`config.mk`:
```
export PLATFORM = sky130hd
export DESIGN_NAME = dma_addr_gen
export DESIGN_NICKNAME = d
export VERILOG_FILES = /design/src/rtl/dma_addr_gen.sv
export SDC_FILE = /design/constraint.sdc
export NUM_CORES = 1
export LEC_CHECK = 0
export ABC_AREA = 0
export CORE_ASPECT_RATIO = 1.25
export CORE_MARGIN = 1.5
export CORE_UTILIZATION = 50
export DETAILED_ROUTE_END_ITERATION = 8
export PLACE_DENSITY = 0.85
export SLEW_MARGIN = 20
export SYNTH_ARGS = -nofsm -noshare
export SYNTH_HDL_FRONTEND = slang
export SYNTH_SLANG_ARGS = --single-unit
```
`constraint.sdc`:
```
create_clock -name clk -period 3.45 [get_ports clk]
set_input_delay 1.035 -clock clk [delete_from_list [all_inputs] [get_ports clk]]
set_output_delay 1.035 -clock clk [all_outputs]
set_load 0.02 [all_outputs]
```
`src/rtl/dma_addr_gen.sv`:
```
module dma_addr_gen #(
  parameter int ADDR_W = 24,
  parameter int WIN_W  = 16
) (
  input  logic              clk,
  input  logic              rst_n,
  input  logic              load_en,
  input  logic [ADDR_W-1:0] load_addr,
  input  logic              dir_down,
  input  logic              wide,
  input  logic              step,
  input  logic              mem16,
  output logic [ADDR_W-1:0] addr,
  output logic              bhe_n,
  output logic              a0,
  output logic              swap_en
);

  localparam logic [WIN_W-1:0] ONE = WIN_W'(1);

  logic [ADDR_W-1:0] addr_q;
  logic [WIN_W-1:0]  delta;
  logic [WIN_W-1:0]  win_n, win_w;
  logic [ADDR_W-1:0] next_n, next_w;

  assign delta  = dir_down ? ~(ONE - ONE) : ONE;
  assign win_n  = addr_q[WIN_W-1:0] + delta;
  assign win_w  = addr_q[WIN_W:1] + delta;
  assign next_n = {addr_q[ADDR_W-1:WIN_W], win_n};
  assign next_w = {addr_q[ADDR_W-1:WIN_W+1], win_w, 1'b0};

  always_ff @(posedge clk) begin
    if (!rst_n)       addr_q <= '0;
    else if (load_en) addr_q <= load_addr;
    else if (step)    addr_q <= wide ? next_w : next_n;
  end

  assign addr    = wide ? {addr_q[ADDR_W-1:1], 1'b0} : addr_q;
  assign a0      = addr[0];
  assign bhe_n   = wide ? 1'b0 : ~addr_q[0];
  assign swap_en = ~wide & mem16 & addr_q[0];


  hold_chk: assert property (@(posedge clk) disable iff (!rst_n)
    !load_en && !step |=> $stable(addr_q));


  load_chk: assert property (@(posedge clk) disable iff (!rst_n)
    load_en |=> addr_q == $past(load_addr));


  narrow_page_chk: assert property (@(posedge clk) disable iff (!rst_n)
    !load_en && step && !wide |=> addr_q[ADDR_W-1:WIN_W] == $past(addr_q[ADDR_W-1:WIN_W]));


  wide_page_chk: assert property (@(posedge clk) disable iff (!rst_n)
    !load_en && step && wide |=> addr_q[ADDR_W-1:WIN_W+1] == $past(addr_q[ADDR_W-1:WIN_W+1]));


  wide_lane_chk: assert property (@(posedge clk) disable iff (!rst_n)
    wide |-> !bhe_n && !a0 && !swap_en && !addr[0]);


  swap_chk: assert property (@(posedge clk) disable iff (!rst_n)
    swap_en |-> mem16 && !wide && a0 && !bhe_n);

endmodule

```
==> metrics.cfg, run 1 <==
[layout]
largest_reg_flops = 24
nFillCells = 369
drive_gt1_share_pct = 12.3
nets = 391
num_antenna_cells = 0
area_growth_pct = 31.4
final_cells = 398
reg.largest.list = addr_q x24
regMostFlops = addr_q

[die]
dieHeight_um = 77.6
start_util_pct = 53.4
io_pins = 58
die_w_um = 62.6
core_um2 = 4160
rows = 26
die-area_um2 = 4860

[clocking]
cts-hold-fix-buffers = 0
cts_resized = 1
cts_setup_buffers = 0
cts_buffer_depth = 2
tritoncts = built
numCtsBuffers = 3
cts-htree-levels = 1
clk_pin_slew_ps = 100
cts_sinks = 24
clkLatencyLatePin_ps = 280
root_buffer = clkbuf_8

[drt]
wl_per_cell_um = 16.1
drc = 0
wl_mm = 6.42
first_iter_violations = 115
viasPerCell = 5.96
first_pass_iters = 4
via_count = 2374
ant_nets = 0

[setup_path]
crit_slowest_cell = clkdlybuf4s50_1
cp.arrival_ps = 2330
crit_required_ps = 2410
r2r-start = addr_q[1]$_SDFFE_PN0P_
r2r-end = addr_q[7]$_SDFFE_PN0P_
rrSetupSlack_ps = 1190
path_class = in -> out
end_kind = primary output
worstPathCellList = clkdlybuf4s50_1 -> nor2b_1 -> clkdlybuf4s50_1
slowest_delay_ps = 650
reg2reg_depth = 8
path_common_cell = clkdlybuf4s50_1
crit_path_start = wide
start_kind = primary input
critPathMaxFanout = 3
endpoint = addr[0]

[place]
place_hpwl_mm = 4.86
placedCellCount = 394
port_buffers = 57
place.gp.congestion = 0.928

[global_routing]
grt_max_degree = 21
gr-total-overflow = 0
first_global_vias = 2386
antenna_found_initial = 0
grtUsageTotal_pct = 26.7
grt_pass1_wl_mm = 10.7

[synth]
synth_cell_type_count = 53
netlist_instances = 290
synthArstFlopShare_pct = 0
synth_edf_count = 0
synth_fp_nets = 338
netlist_area_um2 = 2220
avgSynthCellArea_um2 = 7.67
ys.warnings.count = 0
yosysTopAreaCell = dfxtp_1
yosysTopAreaCellShare_pct = 21.6
yosys-top-cells-area = dfxtp_1 22%, buf_4 8.4%, ha_1 8.4%
synth-seq-area-share_pct = 21.6
ys_ff_latch = 24
synth_ff_type = dfxtp_1

[pwr]
ir_drop_v = 0.000207
intPower_mw = 0.682
p_sw_mw = 0.373
p_leak_nw = 1.23
p_sw_share_pct = 35.4
power_mw = 1.06
p_clk_share_pct = 25.1
power_frac_seq_pct = 30.3
power_density_nw_per_um2 = 361
pwr-share-comb_pct = 44.5

[sta]
rsz0062_at_grt = no
timing.fmax_mhz = 297
hold_slack_ps = 506
min_period_ps = 3370
setup_tns_ps = 0
drv_slew = 0
hold_violations = 0
setup_violations = 0
worst_slew_pin_slew_ps = 616
skew_ps = 4.04
slew_headroom_pct = 58.9
period_share_pct = 97.6

[flow_run]
max_cap_violations = 0

[status]
status = finished clean

[min_path]
hold_class = reg -> reg

-- cells in the mapped netlist, types with 3 or more instances --
cell      count
nand3_1       4
o21a_1        3
ha_1         15
xor2_1        3
o211ai_1      4
a31oi_1       8
o211a_1       3
and2_1        4
a211oi_1      7
nand2_1      17
clkbuf_1     14
xnor2_1       4
a21oi_1      26
dfxtp_1      24
nor3_1        5
buf_4        25
o21ai_1       6
nand4_1       8
mux2i_1      12
nor2_1       27
a211oi_2      3
o21ai_0      14
inv_1        10
and3_1        6
-- power groups by stage --
stage / sequential (mW) / combinational, mW / clock (mW)
2_1_floorplan: 0.320 / 0.307 / 0
3_3_place_gp: 0.325 / 0.452 / 0
3_5_place_dp: 0.326 / 0.462 / 0
4_1_cts: 0.320 / 0.466 / 0.263
5_1_grt: 0.323 / 0.512 / 0.273
6_report: 0.320 / 0.470 / 0.265
-- worst min-delay path by stage --
stage	startpoint	slack (ps)	cells after the start	endpoint
final	addr_q[18]$_SDFFE_PN0P_	510	2	addr_q[18]$_SDFFE_PN0P_
after floorplan	addr_q[17]$_SDFFE_PN0P_	460	2	addr_q[17]$_SDFFE_PN0P_
after global routing	addr_q[22]$_SDFFE_PN0P_	540	2	addr_q[22]$_SDFFE_PN0P_
after CTS	addr_q[18]$_SDFFE_PN0P_	510	2	addr_q[18]$_SDFFE_PN0P_
after detailed placement	addr_q[19]$_SDFFE_PN0P_	490	2	addr_q[19]$_SDFFE_PN0P_
after global placement	addr_q[23]$_SDFFE_PN0P_	470	2	addr_q[23]$_SDFFE_PN0P_
-- logic make-up (layout without fill, tap and decap cells) --
family          Yosys count  in the layout  share of synthesized area, %
flops                    24             24                          21.6
fa+ha+maj                17             17                          10.2
compound gates           93             93                          27.9
buf+inv                  52            104                          13.1
mux                      13             13                          5.91
xor+xnor                  7              7                          2.76
simple gates             84             84                          18.6
-- cell type report --
class                      instances  area, um2  area share [%]
inverter                          12       45.0            1.54
tap                               56       70.1            2.40
timing repair buffer              88        802            27.5
clock inverter                     1       30.0            1.03
sequential                        24        480            16.4
clock buffer                       3       41.3            1.41
multi-input combinational        214       1450            49.7
-- placed cells by master (no fill, tap or decap), drive strengths merged, types with 4 or more instances in the layout --
cell	instances
clkdlybuf4s50	56
buf	31
nor2	27
a21oi	26
dfxtp	24
o21ai	21
nand2	17
ha	15
mux2i	12
inv	11
a211oi	10
nand4	8
a31oi	8
and3	6
nor3	5
and2	4
nand3	4
xnor2	4
o211ai	4
-- stage by stage --
stage                     setup WS (ps)  utilization [%]  area [um2]
after floorplan                     507                -        2220
after global placement             34.5             68.5        2850
after detailed placement          -44.9             68.5        2850
after CTS                          77.8             70.2        2920
after global routing               8.59             70.2        2920
final                              82.4             70.2        2920
-- per-layer routing --
| layer | GRT usage, % | routed length, um | part of all wire, % | vias to the layer above |
|---|---|---|---|---|
| met4 | 15.1 | 191 | 3.0 | 0 |
| met5 | 0 | 0 | 0 | - |
| met2 | 48.4 | 3350 | 52 | 105 |
| met3 | 3.62 | 418 | 6.5 | 20 |
| met1 | 29.8 | 2460 | 38 | 1100 |
| li1 | - | - | - | 1149 |
-- critical path, delay by kind of cell --
kind,cells,cell delay (ps)
buf+inv,2,1090
simple gates,1,200
(Power assumes the default switching activity.)
==> run 2, diff against run 1 <==
Settings changed: PLACE_DENSITY 0.85 to 0.92.
==> metrics.cfg, run 2 (synthesis results as in run 1) <==
[setup_path]
path_class = in -> out
crit_path_start = wide
crit_required_ps = 2410
reg2reg_depth = 8
end_kind = primary output
critPathMaxFanout = 3
endpoint = addr[0]
r2r-end = addr_q[7]$_SDFFE_PN0P_
start_kind = primary input
cp.arrival_ps = 2270
r2r-start = addr_q[1]$_SDFFE_PN0P_
rrSetupSlack_ps = 1230

[sta]
drv_slew = 0
slew_headroom_pct = 64.2
hold_violations = 0
setup_violations = 0
min_period_ps = 3300
period_share_pct = 95.7
timing.fmax_mhz = 303
worst_slew_pin_slew_ps = 536
rsz0062_at_grt = no
skew_ps = 2.20

[layout]
final_cell_area_um2 = 2960
largest_reg_flops = 24
nets = 394
nFillCells = 359
final_cells = 401
final_common_cell = clkdlybuf4s50_1
area_growth_pct = 33.3
drive_gt1_share_pct = 13.0
num_antenna_cells = 0
regMostFlops = addr_q
final_cell_mix = 55 x clkdlybuf4s50_1, 33 x buf_4, 27 x nor2_1
reg.largest.list = addr_q x24

[clocking]
clkLatencyLatePin_ps = 280
cts_setup_buffers = 0
cts_buffer_depth = 2
cts-htree-levels = 1
tritoncts = built
cts_sinks = 24
numCtsBuffers = 3
root_buffer = clkbuf_8
clk_pin_slew_ps = 100

[min_path]
hold_class = reg -> reg
hold_depth = 2

[global_routing]
antenna_found_initial = 0
grt_max_degree = 25
gr-total-overflow = 0
grt_pass1_wl_mm = 10.8
first_global_vias = 2453
grtUsageTotal_pct = 27.4

[drt]
drc = 0
wl_per_cell_um = 15.9
viasPerCell = 5.92
wl_mm = 6.37
via_count = 2372
first_pass_iters = 4
first_iter_violations = 121
ant_nets = 0

[place]
dpl_cell_area_um2 = 2890
place.gp.congestion = 0.943
place_hpwl_mm = 4.91
placedCellCount = 397
port_buffers = 57

[pwr]
power_mw = 1.06
ir_drop_v = 0.000231
p_leak_nw = 1.27
power_density_nw_per_um2 = 359

[die]
start_util_pct = 53.4
rows = 26
io_pins = 58
die-area_um2 = 4860
dieHeight_um = 77.6
die_w_um = 62.6
core_um2 = 4160

[flow_run]
max_cap_violations = 0

[status]
status = finished clean

## run 2: cell types whose count changed in the layout (fill, tap and decap cells not counted)
| cell | change |
|---|---|
| buf_12 | +1 |
| dlygate4sd2_1 | -1 |
| buf_4 | +2 |
| dlymetal6s2s_1 | +2 |
| clkdlybuf4s50_1 | -1 |
## run 2: cell type report
type | instances | area [um2] | share of cell area (%)
timing repair buffer | 91 | 843 | 28.5
inverter | 12 | 45.0 | 1.52
clock buffer | 3 | 41.3 | 1.39
tap | 56 | 70.1 | 2.36
sequential | 24 | 480 | 16.2
multi-input combinational | 214 | 1450 | 49.0
clock inverter | 1 | 30.0 | 1.01
## run 2: how the worst min path moves through the flow
stage | startpoint | end
2_1_floorplan | addr_q[17]$_SDFFE_PN0P_ | addr_q[17]$_SDFFE_PN0P_
3_3_place_gp | addr_q[18]$_SDFFE_PN0P_ | addr_q[18]$_SDFFE_PN0P_
3_5_place_dp | addr_q[19]$_SDFFE_PN0P_ | addr_q[19]$_SDFFE_PN0P_
4_1_cts | addr_q[19]$_SDFFE_PN0P_ | addr_q[19]$_SDFFE_PN0P_
5_1_grt | addr_q[19]$_SDFFE_PN0P_ | addr_q[19]$_SDFFE_PN0P_
6_report | addr_q[19]$_SDFFE_PN0P_ | addr_q[19]$_SDFFE_PN0P_
## run 2: what timing repair did
action | 4_1_cts | 5_1_grt
gates resized for setup | 0 | 2
hold buffers | 0 | 0
endpoints found under the setup margin | 0 | 2
## run 2: worst max-delay path, stage by stage
cell and delay [ps]:
clkdlybuf4s50_1 420, nor2b_1 180, clkdlybuf4s50_1 630
## run 2: where the power goes
group	switching [mW]	total [mW]	internal (mW)
Clock	0.112	0.268	0.156
Sequential	0.0199	0.320	0.300
Combinational	0.244	0.475	0.231
Total	0.376	1.06	0.687
## run 2: routing by layer
metal,global-route usage (%),wire [um]
met5,0,0
met4,12.9,225
met3,3.91,297
met2,51.4,3360
met1,29.8,2480
## run 2: stage by stage
stage / setup TNS (ps) / setup slack, ps / hold slack, ps / utilization (%)
after global routing: 0 / 66.4 / 548 / 71.2
after CTS: 0 / 14.7 / 509 / 71.0
after floorplan: 0 / 507 / 462 / -
final: 0 / 149 / 504 / 71.2
after detailed placement: -34.2 / -34.2 / 485 / 69.3
after global placement: 0 / 4.82 / 477 / 69.3
==> run 3, diff against run 2 <==
Settings changed: CTS_CLUSTER_DIAMETER from default to 150, HOLD_SLACK_MARGIN from default to 0.06.
==> results of run 3 <==
Final layout, timing and power as in run 2 (identical DEF).
